## src/rtl/fast_row_pkg.sv

```systemverilog
package fast_row_pkg;

  typedef enum logic [1:0] {
    ST_IDLE = 2'd0,
    ST_RUN  = 2'd1,
    ST_LOCK = 2'd2
  } monState_t;

  // strobes from control to datapath
  typedef struct packed {
    logic clear;
    logic latchBase;
    logic advance;
    logic tickEn;
  } dpStrobe_t;

  // comparisons from datapath to control
  typedef struct packed {
    logic rowMismatch;
    logic notIncreasing;
    logic missCond;
    logic timeoutHit;
  } dpStatus_t;

endpackage

```

## src/rtl/fast_row_datapath.sv

```systemverilog
module fast_row_datapath
  import fast_row_pkg::*;
#(
  parameter int ADDR_W        = 16,
  parameter int ROW_DW        = 32,
  parameter int TIMEOUT_TICKS = 8
) (
  input  logic              clk,
  input  logic              rstN,
  input  dpStrobe_t         strobe,
  input  logic              wrValid,
  input  logic [ADDR_W-1:0] wrAddr,
  input  logic              progDone,
  output dpStatus_t         status
);

  localparam int OFF_W = $clog2(ROW_DW);
  localparam int ROW_W = ADDR_W - OFF_W;
  localparam int CNT_W = $clog2(ROW_DW + 1);
  localparam int TCK_W = $clog2(TIMEOUT_TICKS + 2);
  localparam logic [CNT_W-1:0] ROW_FULL  = CNT_W'(ROW_DW);
  localparam logic [TCK_W-1:0] TICK_LAST = TCK_W'(TIMEOUT_TICKS);
  localparam logic [TCK_W-1:0] TICK_SAT  = TCK_W'(TIMEOUT_TICKS + 1);

  logic [ROW_W-1:0]  baseRow;
  logic [ADDR_W-1:0] lastAddr;
  logic [CNT_W-1:0]  wrCount;
  logic [CNT_W-1:0]  pending;
  logic [TCK_W-1:0]  tickCount;
  logic              doneDec;

  assign doneDec = progDone && (pending != '0);

  always_ff @(posedge clk or negedge rstN) begin
    if (!rstN) begin
      baseRow  <= '0;
      lastAddr <= '0;
      wrCount  <= '0;
      pending  <= '0;
    end else if (strobe.clear) begin
      baseRow  <= '0;
      lastAddr <= '0;
      wrCount  <= '0;
      pending  <= '0;
    end else if (strobe.latchBase) begin
      baseRow  <= wrAddr[ADDR_W-1:OFF_W];
      lastAddr <= wrAddr;
      wrCount  <= CNT_W'(1);
      pending  <= CNT_W'(1);
    end else if (strobe.advance) begin
      lastAddr <= wrAddr;
      wrCount  <= wrCount + CNT_W'(1);
      pending  <= pending + CNT_W'(1) - CNT_W'(doneDec);
    end else if (doneDec) begin
      pending  <= pending - CNT_W'(1);
    end
  end

  always_ff @(posedge clk or negedge rstN) begin
    if (!rstN) begin
      tickCount <= '0;
    end else if (strobe.clear) begin
      tickCount <= '0;
    end else if (strobe.tickEn && tickCount != TICK_SAT) begin
      tickCount <= tickCount + TCK_W'(1);
    end
  end

  always_comb begin
    status.rowMismatch   = wrAddr[ADDR_W-1:OFF_W] != baseRow;
    status.notIncreasing = wrAddr <= lastAddr;
    status.missCond      = progDone && !wrValid &&
                           (pending == CNT_W'(1)) && (wrCount < ROW_FULL);
    status.timeoutHit    = strobe.tickEn && (tickCount == TICK_LAST);
  end

endmodule

```

## src/rtl/fast_row_control.sv

```systemverilog
module fast_row_control
  import fast_row_pkg::*;
#(
  parameter int INTR_W = 3
) (
  input  logic              clk,
  input  logic              rstN,
  input  logic              fastEn,
  input  logic              wrValid,
  input  logic              msTick,
  input  logic [INTR_W-1:0] intrErr,
  input  dpStatus_t         status,
  output dpStrobe_t         strobe,
  output logic              fastErr,
  output logic              missErr,
  output logic              rowAbort
);

  monState_t state, stateNext;
  logic      watching;
  logic      errSeq, errMiss, errTime, errIntr, anyErr;

  assign watching = fastEn && (state != ST_LOCK);

  always_comb begin
    errSeq  = watching && wrValid && (state == ST_RUN) &&
              (status.rowMismatch || status.notIncreasing);
    errMiss = watching && (state == ST_RUN) && status.missCond;
    errTime = watching && status.timeoutHit;
    errIntr = watching && (|intrErr);
    anyErr  = errSeq || errMiss || errTime || errIntr;
  end

  always_comb begin
    strobe.clear     = !fastEn;
    strobe.tickEn    = fastEn && msTick;
    strobe.latchBase = watching && (state == ST_IDLE) && wrValid && !anyErr;
    strobe.advance   = watching && (state == ST_RUN) && wrValid && !anyErr;
  end

  always_comb begin
    stateNext = state;
    if (!fastEn) begin
      stateNext = ST_IDLE;
    end else if (anyErr) begin
      stateNext = ST_LOCK;
    end else if (state == ST_IDLE && wrValid) begin
      stateNext = ST_RUN;
    end
  end

  always_ff @(posedge clk or negedge rstN) begin
    if (!rstN) begin
      state    <= ST_IDLE;
      fastErr  <= 1'b0;
      missErr  <= 1'b0;
      rowAbort <= 1'b0;
    end else begin
      state    <= stateNext;
      rowAbort <= anyErr;
      if (!fastEn) begin
        fastErr <= 1'b0;
        missErr <= 1'b0;
      end else begin
        if (anyErr)  fastErr <= 1'b1;
        if (errMiss) missErr <= 1'b1;
      end
    end
  end

endmodule

```

## src/rtl/fast_row_monitor.sv

```systemverilog
module fast_row_monitor
  import fast_row_pkg::*;
#(
  parameter int ADDR_W        = 16,
  parameter int ROW_DW        = 32,
  parameter int TIMEOUT_TICKS = 8,
  parameter int INTR_W        = 3
) (
  input  logic              clk,
  input  logic              rstN,
  input  logic              fastEn,
  input  logic              wrValid,
  input  logic [ADDR_W-1:0] wrAddr,
  input  logic              progDone,
  input  logic              msTick,
  input  logic [INTR_W-1:0] intrErr,
  output logic              fastErr,
  output logic              missErr,
  output logic              rowAbort
);

  dpStrobe_t strobe;
  dpStatus_t status;

  fast_row_datapath #(
    .ADDR_W        (ADDR_W),
    .ROW_DW        (ROW_DW),
    .TIMEOUT_TICKS (TIMEOUT_TICKS)
  ) u_datapath (
    .clk      (clk),
    .rstN     (rstN),
    .strobe   (strobe),
    .wrValid  (wrValid),
    .wrAddr   (wrAddr),
    .progDone (progDone),
    .status   (status)
  );

  fast_row_control #(
    .INTR_W (INTR_W)
  ) u_control (
    .clk      (clk),
    .rstN     (rstN),
    .fastEn   (fastEn),
    .wrValid  (wrValid),
    .msTick   (msTick),
    .intrErr  (intrErr),
    .status   (status),
    .strobe   (strobe),
    .fastErr  (fastErr),
    .missErr  (missErr),
    .rowAbort (rowAbort)
  );

endmodule

```

## config.mk

```make
export PLATFORM = sky130hd
export DESIGN_NAME = fast_row_monitor
export DESIGN_NICKNAME = d
export VERILOG_FILES = /design/src/rtl/fast_row_pkg.sv /design/src/rtl/fast_row_datapath.sv /design/src/rtl/fast_row_control.sv /design/src/rtl/fast_row_monitor.sv
export SDC_FILE = /design/constraint.sdc
export NUM_CORES = 1
export LEC_CHECK = 0
export ABC_AREA = 1
export BUFFER_PORTS_ARGS = -buffer_cell sky130_fd_sc_hd__clkbuf_2
export CELL_PAD_IN_SITES_DETAIL_PLACEMENT = 2
export CELL_PAD_IN_SITES_GLOBAL_PLACEMENT = 2
export CORE_ASPECT_RATIO = 2
export CORE_MARGIN = 2
export CORE_UTILIZATION = 38
export DETAILED_ROUTE_END_ITERATION = 10
export MAX_ROUTING_LAYER = met4
export PLACE_DENSITY = 0.86
export SYNTH_ARGS = -nofsm -noshare
export SYNTH_HDL_FRONTEND = slang
export SYNTH_HIERARCHICAL = 1
export SYNTH_SLANG_ARGS = --single-unit
```

## constraint.sdc

```tcl
create_clock -name clk -period 5.05 [get_ports clk]
set_input_delay 1.01 -clock clk [delete_from_list [all_inputs] [get_ports clk]]
set_output_delay 1.01 -clock clk [all_outputs]
set_load 0.02 [all_outputs]
```

* Yosys cells after proc, flatten, opt, wreduce, memory -nomap -nowiden
Index checks and enable logic that the tools add are counted.
Word-level totals: input port bits 25, word-level logic and storage cells 80, flip-flop bits (word level) 48
Operators by class: add/subtract/negate cells 5, order comparisons 2, equal/unequal tests 13, muxes and demuxes 21, reduce and logical (&&, ||, !) cells 30
Operators with widths (count):
- 16-bit two-way mux | 3
- 6-bit two-way mux | 7
- 11-bit two-way mux | 2
- 1-bit logical AND | 21
- 16-bit <= comparator | 1
- 6-bit by 1-bit adder with 6-bit output (second input constant) | 2
- 11-bit inequality test | 1
- 4-bit two-way mux | 2
- 2-bit by 1-bit inequality test with 1-bit output (second input constant) | 4
- 6-bit by 1-bit equality test with 1-bit output (second input constant) | 1
- 6-bit less-than comparator (second input constant) | 1
- 2-bit two-way mux | 3
- 3-bit by 1-bit inequality test with 1-bit output (second input constant) | 2
- 6-bit nonzero test | 1
- 6-bit by 1-bit subtractor with 6-bit output | 1
- 6-bit by 1-bit subtractor with 6-bit output (second input constant) | 1
- 4-bit by 1-bit adder with 4-bit output (second input constant) | 1
- 4-bit equality test (second input constant) | 1
- 1-bit logical OR | 4
- 1-bit two-way mux | 4
- 4-bit by 1-bit inequality test with 1-bit output (second input constant) | 1
- 4-bit inequality test (second input constant) | 1
- 3-bit OR reduction | 1
- 2-bit by 1-bit equality test with 1-bit output (second input constant) | 1
- 3 further kinds | 4

* Longest topological paths before layout
depth in word-level cells 13, mapped depth 27, depth with buffers taken out 27

* Hierarchy
The synthesis kept the hierarchy.
Modules (own cells, without submodules):
- fast_row_datapath | seq. area each 1076.0 µm², cells an instance 353, area each 2790.2 µm², instances 1
- fast_row_control | seq. area each 125.1 µm², cells an instance 43, area each 306.5 µm², instances 1

* Worst setup path after synthesis
No wires, ideal clock.
kind input-to-reg, from in wrAddr[15], to reg u_datapath.wrCount[5], library setup time 0.119 ns, buffers on the path 2, stages on the path 20, data arrival time 2.904 ns, path slack 2.027 ns, data required time 4.931 ns, cells stage by stage ha_1 nand2_1 nor3_1 nand2_1 nand2_1 nand2_1 inv_1 nand2_1 nand3_2 nand4_1 nor2_1 buf_4 inv_1 nand2_2 buf_6 nand2_2 nor2_4 nand2_1 o21ai_1 nor2_1
RTL lines:
- start: declaration | RTL line fast_row_monitor.sv:13 | input logic [ADDR_W-1:0] wrAddr,
- end signal: assignment | RTL line fast_row_datapath.sv:52 | wrCount <= wrCount + CNT_W'(1);
- end: declaration | RTL line fast_row_datapath.sv:27 | logic [CNT_W-1:0] wrCount;

==> summary.md <==
| Metric | Value |
|---|---|
| Main synth FF type | `dfrtp_1` |
| Largest net degree at the start of global routing | `49` |
| WP data arrival | `4.04 ns` |
| Setup Viol. Count Final | `0` |
| DRT iter0 DRCs | `83` |
| Clk pwr share | `26.1%` |
| Worst hold path type | `flip-flop to flip-flop` |
| Port Buffer Count | `27` |
| Final instance area | `0.003468 sq mm` |
| Gr busiest metal | `met2` |
| Global Route met1 Usage | `23.41%` |
| CP max FO | `21` |
| Place WS | `0.8618 ns` |
| M3 GR Usage | `2.740%` |
| Leakage | `1.781 nW` |
| Int Power | `0.7801 mW` |
| CTS Buf Count | `5` |
| Final estimated routing congestion in global placement | `0.7763` |
| Max frequency | `0.2601 GHz` |
| Slowest stage delay, CP | `0.40 ns` |
| DR pass1 iterations | `4` |
| Post-Syn Instances | `396` |
| Number of vias per cell | `5.264` |
| Antenna Cells | `0` |
| Number of synthesized flops with an enable pin | `0` |
| Hold Vio Cnt, Final | `0` |
| CTS root buf | `clkbuf_16` |
| Chip Width | `67.83 um` |
| Power Density | `370.7 mW/mm^2` |
| Crit path from | `wrAddr[15]` |
| Status | `completed` |
| Fillers | `954` |
| Crit. path cell count | `19` |
| WL/cell | `18.37 um` |
| Overflow after GRT | `0` |
| Yosys warns | `6` |
| CP top delay family | `simple AND/OR/NAND/NOR gates` |
| Initial Util | `38.99%` |
| Via count | `2753` |
| # DRC | `0` |
| Fin Setup TNS | `0 ns` |
| Met2 Usage GRT | `47.49%` |
| Worst hold stages | `2` |
| Crit path time final | `3.845 ns` |
| # IOs | `28` |
| Ys async rst share | `100.0%` |
| Num rows | `46` |
| Part of the power in combinational logic | `37.0%` |
| Post-CTS Setup Bufs | `0` |
| Die H | `131.7 um` |
| Slew HR | `53.54%` |
| FF-to-FF path depth | `19` |
| Fraction of power spent switching nets | `39.32%` |
| Avg Cell Area, Syn | `7.820 sq um` |
| Sequential-to-total area share from yosys stat | `38.79%` |
| Reg-to-reg endpoint | `u_datapath/lastAddr[0]$_DFFE_PN0P_` |
| GR Util All Layers | `24.86%` |
| Worst hold start | `u_datapath/lastAddr[12]$_DFFE_PN0P_` |
| Max-cap viol count | `0` |
| First-pass GRT wire length | `15.99 mm` |
| Initial antenna violation count | `0` |
| Hold worst-path end | `u_datapath/lastAddr[12]$_DFFE_PN0P_` |
| Die area | `0.008931 sq mm` |
| RSZ-0062 raised after global routing | `false` |
| Fin crit share | `76.13%` |
| Reg2reg start | `u_datapath/lastAddr[15]$_DFFE_PN0P_` |
| Worst skew pair latency | `0.30 ns` |
| Antenna Nets Post-Route | `0` |
| CP Class | `input pin to flip-flop` |
| Htree depth | `2` |
| Post-DP HPWL | `7.286 mm` |
| Slew at the pin closest to its max-slew limit | `0.6926 ns` |
| Max Clock Skew | `0.01146 ns` |
| Max clock buf depth | `2` |
| R2r setup slk | `1.64 ns` |
| Clk slew on worst S/H paths | `0.06 ns` |
| Slowest stage cell on the critical path | `nor2_4` |
| Flop pwr share | `36.9%` |
| Critical path buffers and inverters | `5` |
| #FFs+latches synth | `48` |
| CTS Hold Bufs | `0` |
| DP Area | `0.003324 sq mm` |
| FF/Latch Area | `0.001201 sq mm` |
| TritonCTS Sinks | `48` |
| Maximum vdd drop | `260.6 uV` |
| Area growth syn-to-layout | `12.00%` |
| Total wire length | `9.608 mm` |
| CTS tree | `done` |
| Crit path cell chain | `clkbuf_2 -> ha_1 -> nand2_1 -> nor3_1 -> nand3_1 -> nand2_1 -> inv_1 -> nand2_1 -> nand3_2 -> nand2_2 -> nor2_2 -> nand2_1 -> inv_1 -> nor2_4 -> nand2_2 -> inv_1 -> buf_4 -> nand2_1 -> o31ai_1` |
| Layout cells sized above 1 | `14.29%` |
| Core area | `0.007943 sq mm` |
| Critical path data required time | `5.24 ns` |
| Max Slew Vio Count | `0` |
| Vias in the first global route | `3227` |
| Switching power total | `0.5054 mW` |
| Post-Syn Area | `0.003097 sq mm` |
| Crit-path most repeated cell | `nand2_1` |
| Post-CTS Resized | `0` |
| PnR worst setup slack | `1.205 ns` |
| Synth cell types | `33` |
| Setup crit start kind | `input pin` |
| Nets | `484` |
| CP Capture Type | `flip-flop` |
| Multi-input logic area | `0.001602 sq mm` |
| Syn_nets | `454` |
[cell usage after synthesis, types with 2 or more instances]
library cell	n	share of area [%]
nand2_1	98	12
inv_1	60	7.3
dfrtp_1	48	39
ha_1	33	13
o21ai_0	28	4.5
nand3_1	25	4.0
nor2_1	22	2.7
a21oi_1	13	2.1
o21ai_1	9	1.5
nand2_2	7	1.4
nor3_1	6	0.97
xor2_1	6	1.7
nand4_1	5	1.0
inv_2	4	0.48
xnor2_1	4	1.1
or2_2	3	0.61
buf_4	2	0.48
buf_6	2	0.73
clkbuf_1	2	0.24
nand3_2	2	0.65
nor2_4	2	0.73
o211ai_1	2	0.48
o22ai_1	2	0.40
o31ai_1	2	0.48
[state kept, by name (all words and copies together) (netlist names)]
register              cells
u_datapath/lastAddr      16
u_datapath/baseRow       11
u_datapath/pending        6
u_datapath/wrCount        6
u_datapath/tickCount      4
u_control/state           2
u_control/fastErr         1
u_control/missErr         1
u_control/rowAbort        1
[worst register-to-register path: stages (launching register included)]
cell     delay (ns)
dfrtp_1        0.35
inv_1          0.05
ha_1           0.28
nand2_1        0.11
nor3_1         0.30
nand3_1        0.11
nand2_1        0.11
inv_1          0.04
nand2_1        0.07
nand3_2        0.10
nand2_2        0.09
nor2_2         0.04
nand2_1        0.07
inv_1          0.13
nor2_4         0.40
nand2_2        0.37
inv_1          0.20
buf_4          0.29
nand2_1        0.10
o31ai_1        0.08
[layout by cell type, fill, tap and decap left out, types with 4 or more instances in the layout]
| cell | n |
|---|---|
| nand2_1 | 98 |
| inv_1 | 60 |
| dfrtp_1 | 48 |
| ha_1 | 33 |
| o21ai_0 | 28 |
| clkbuf_2 | 27 |
| nand3_1 | 25 |
| nor2_1 | 22 |
| a21oi_1 | 13 |
| o21ai_1 | 9 |
| nand2_2 | 7 |
| nor3_1 | 6 |
| xor2_1 | 6 |
| clkbuf_16 | 5 |
| nand4_1 | 5 |
| inv_2 | 4 |
| xnor2_1 | 4 |
[layout make-up]
cell class,instances,area share [%]
multi-input combinational,276,46.18
sequential,48,34.63
clock buffer,5,3.607
inverter,65,7.035
clock inverter,3,0.5411
tap,96,3.463
timing repair buffer,30,4.545
[kinds of logic after synthesis]
| kind of cell | count (synthesis) | synth area share [%] |
|---|---|---|
| AO/OA/AOI/OAI | 60 | 10.63 |
| XOR/XNOR | 10 | 2.828 |
| adder cells (fa/ha/maj) | 33 | 13.33 |
| buffers and inverters | 72 | 9.495 |
| flip-flops | 48 | 38.79 |
| AND/OR/NAND/NOR | 173 | 24.93 |
[metal layers]
layer	up-vias	routed length [um]
met3	16	145
met4	0	291
met5	-	0
li1	1326	-
met2	27	5882
met1	1384	3289
[how the worst max path moves through the flow]
stage / slack [ns] / end
2_1_floorplan: 2.03 / u_datapath/wrCount[5]$_DFFE_PN0P_
3_3_place_gp: 1.06 / u_datapath/pending[0]$_DFFE_PN0P_
3_5_place_dp: 0.86 / u_datapath/lastAddr[0]$_DFFE_PN0P_
4_1_cts: 1.17 / u_datapath/lastAddr[0]$_DFFE_PN0P_
5_1_grt: 0.85 / u_datapath/lastAddr[0]$_DFFE_PN0P_
6_report: 1.21 / u_datapath/lastAddr[0]$_DFFE_PN0P_
[power groups by stage]
stage                     clock [mW]  combinational, mW  sequential (mW)
after floorplan                    0              0.319            0.471
after global placement             0              0.444            0.478
after detailed placement           0              0.473            0.482
after CTS                      0.345              0.485            0.476
after global routing           0.360              0.547            0.481
final                          0.335              0.476            0.475
[through the flow]
step / instances / util, % / power [mW] / hold WS [ns]
2_1_floorplan: 396 / - / 0.7900 / 0.4490
3_3_place_gp: 515 / 41.86 / 0.9222 / 0.4683
3_5_place_dp: 515 / 41.86 / 0.9548 / 0.4789
4_1_cts: 523 / 43.67 / 1.306 / 0.4944
5_1_grt: 523 / 43.67 / 1.388 / 0.5360
6_report: 523 / 43.67 / 1.286 / 0.4903
Note: power is estimated with default switching activity, not from simulation.
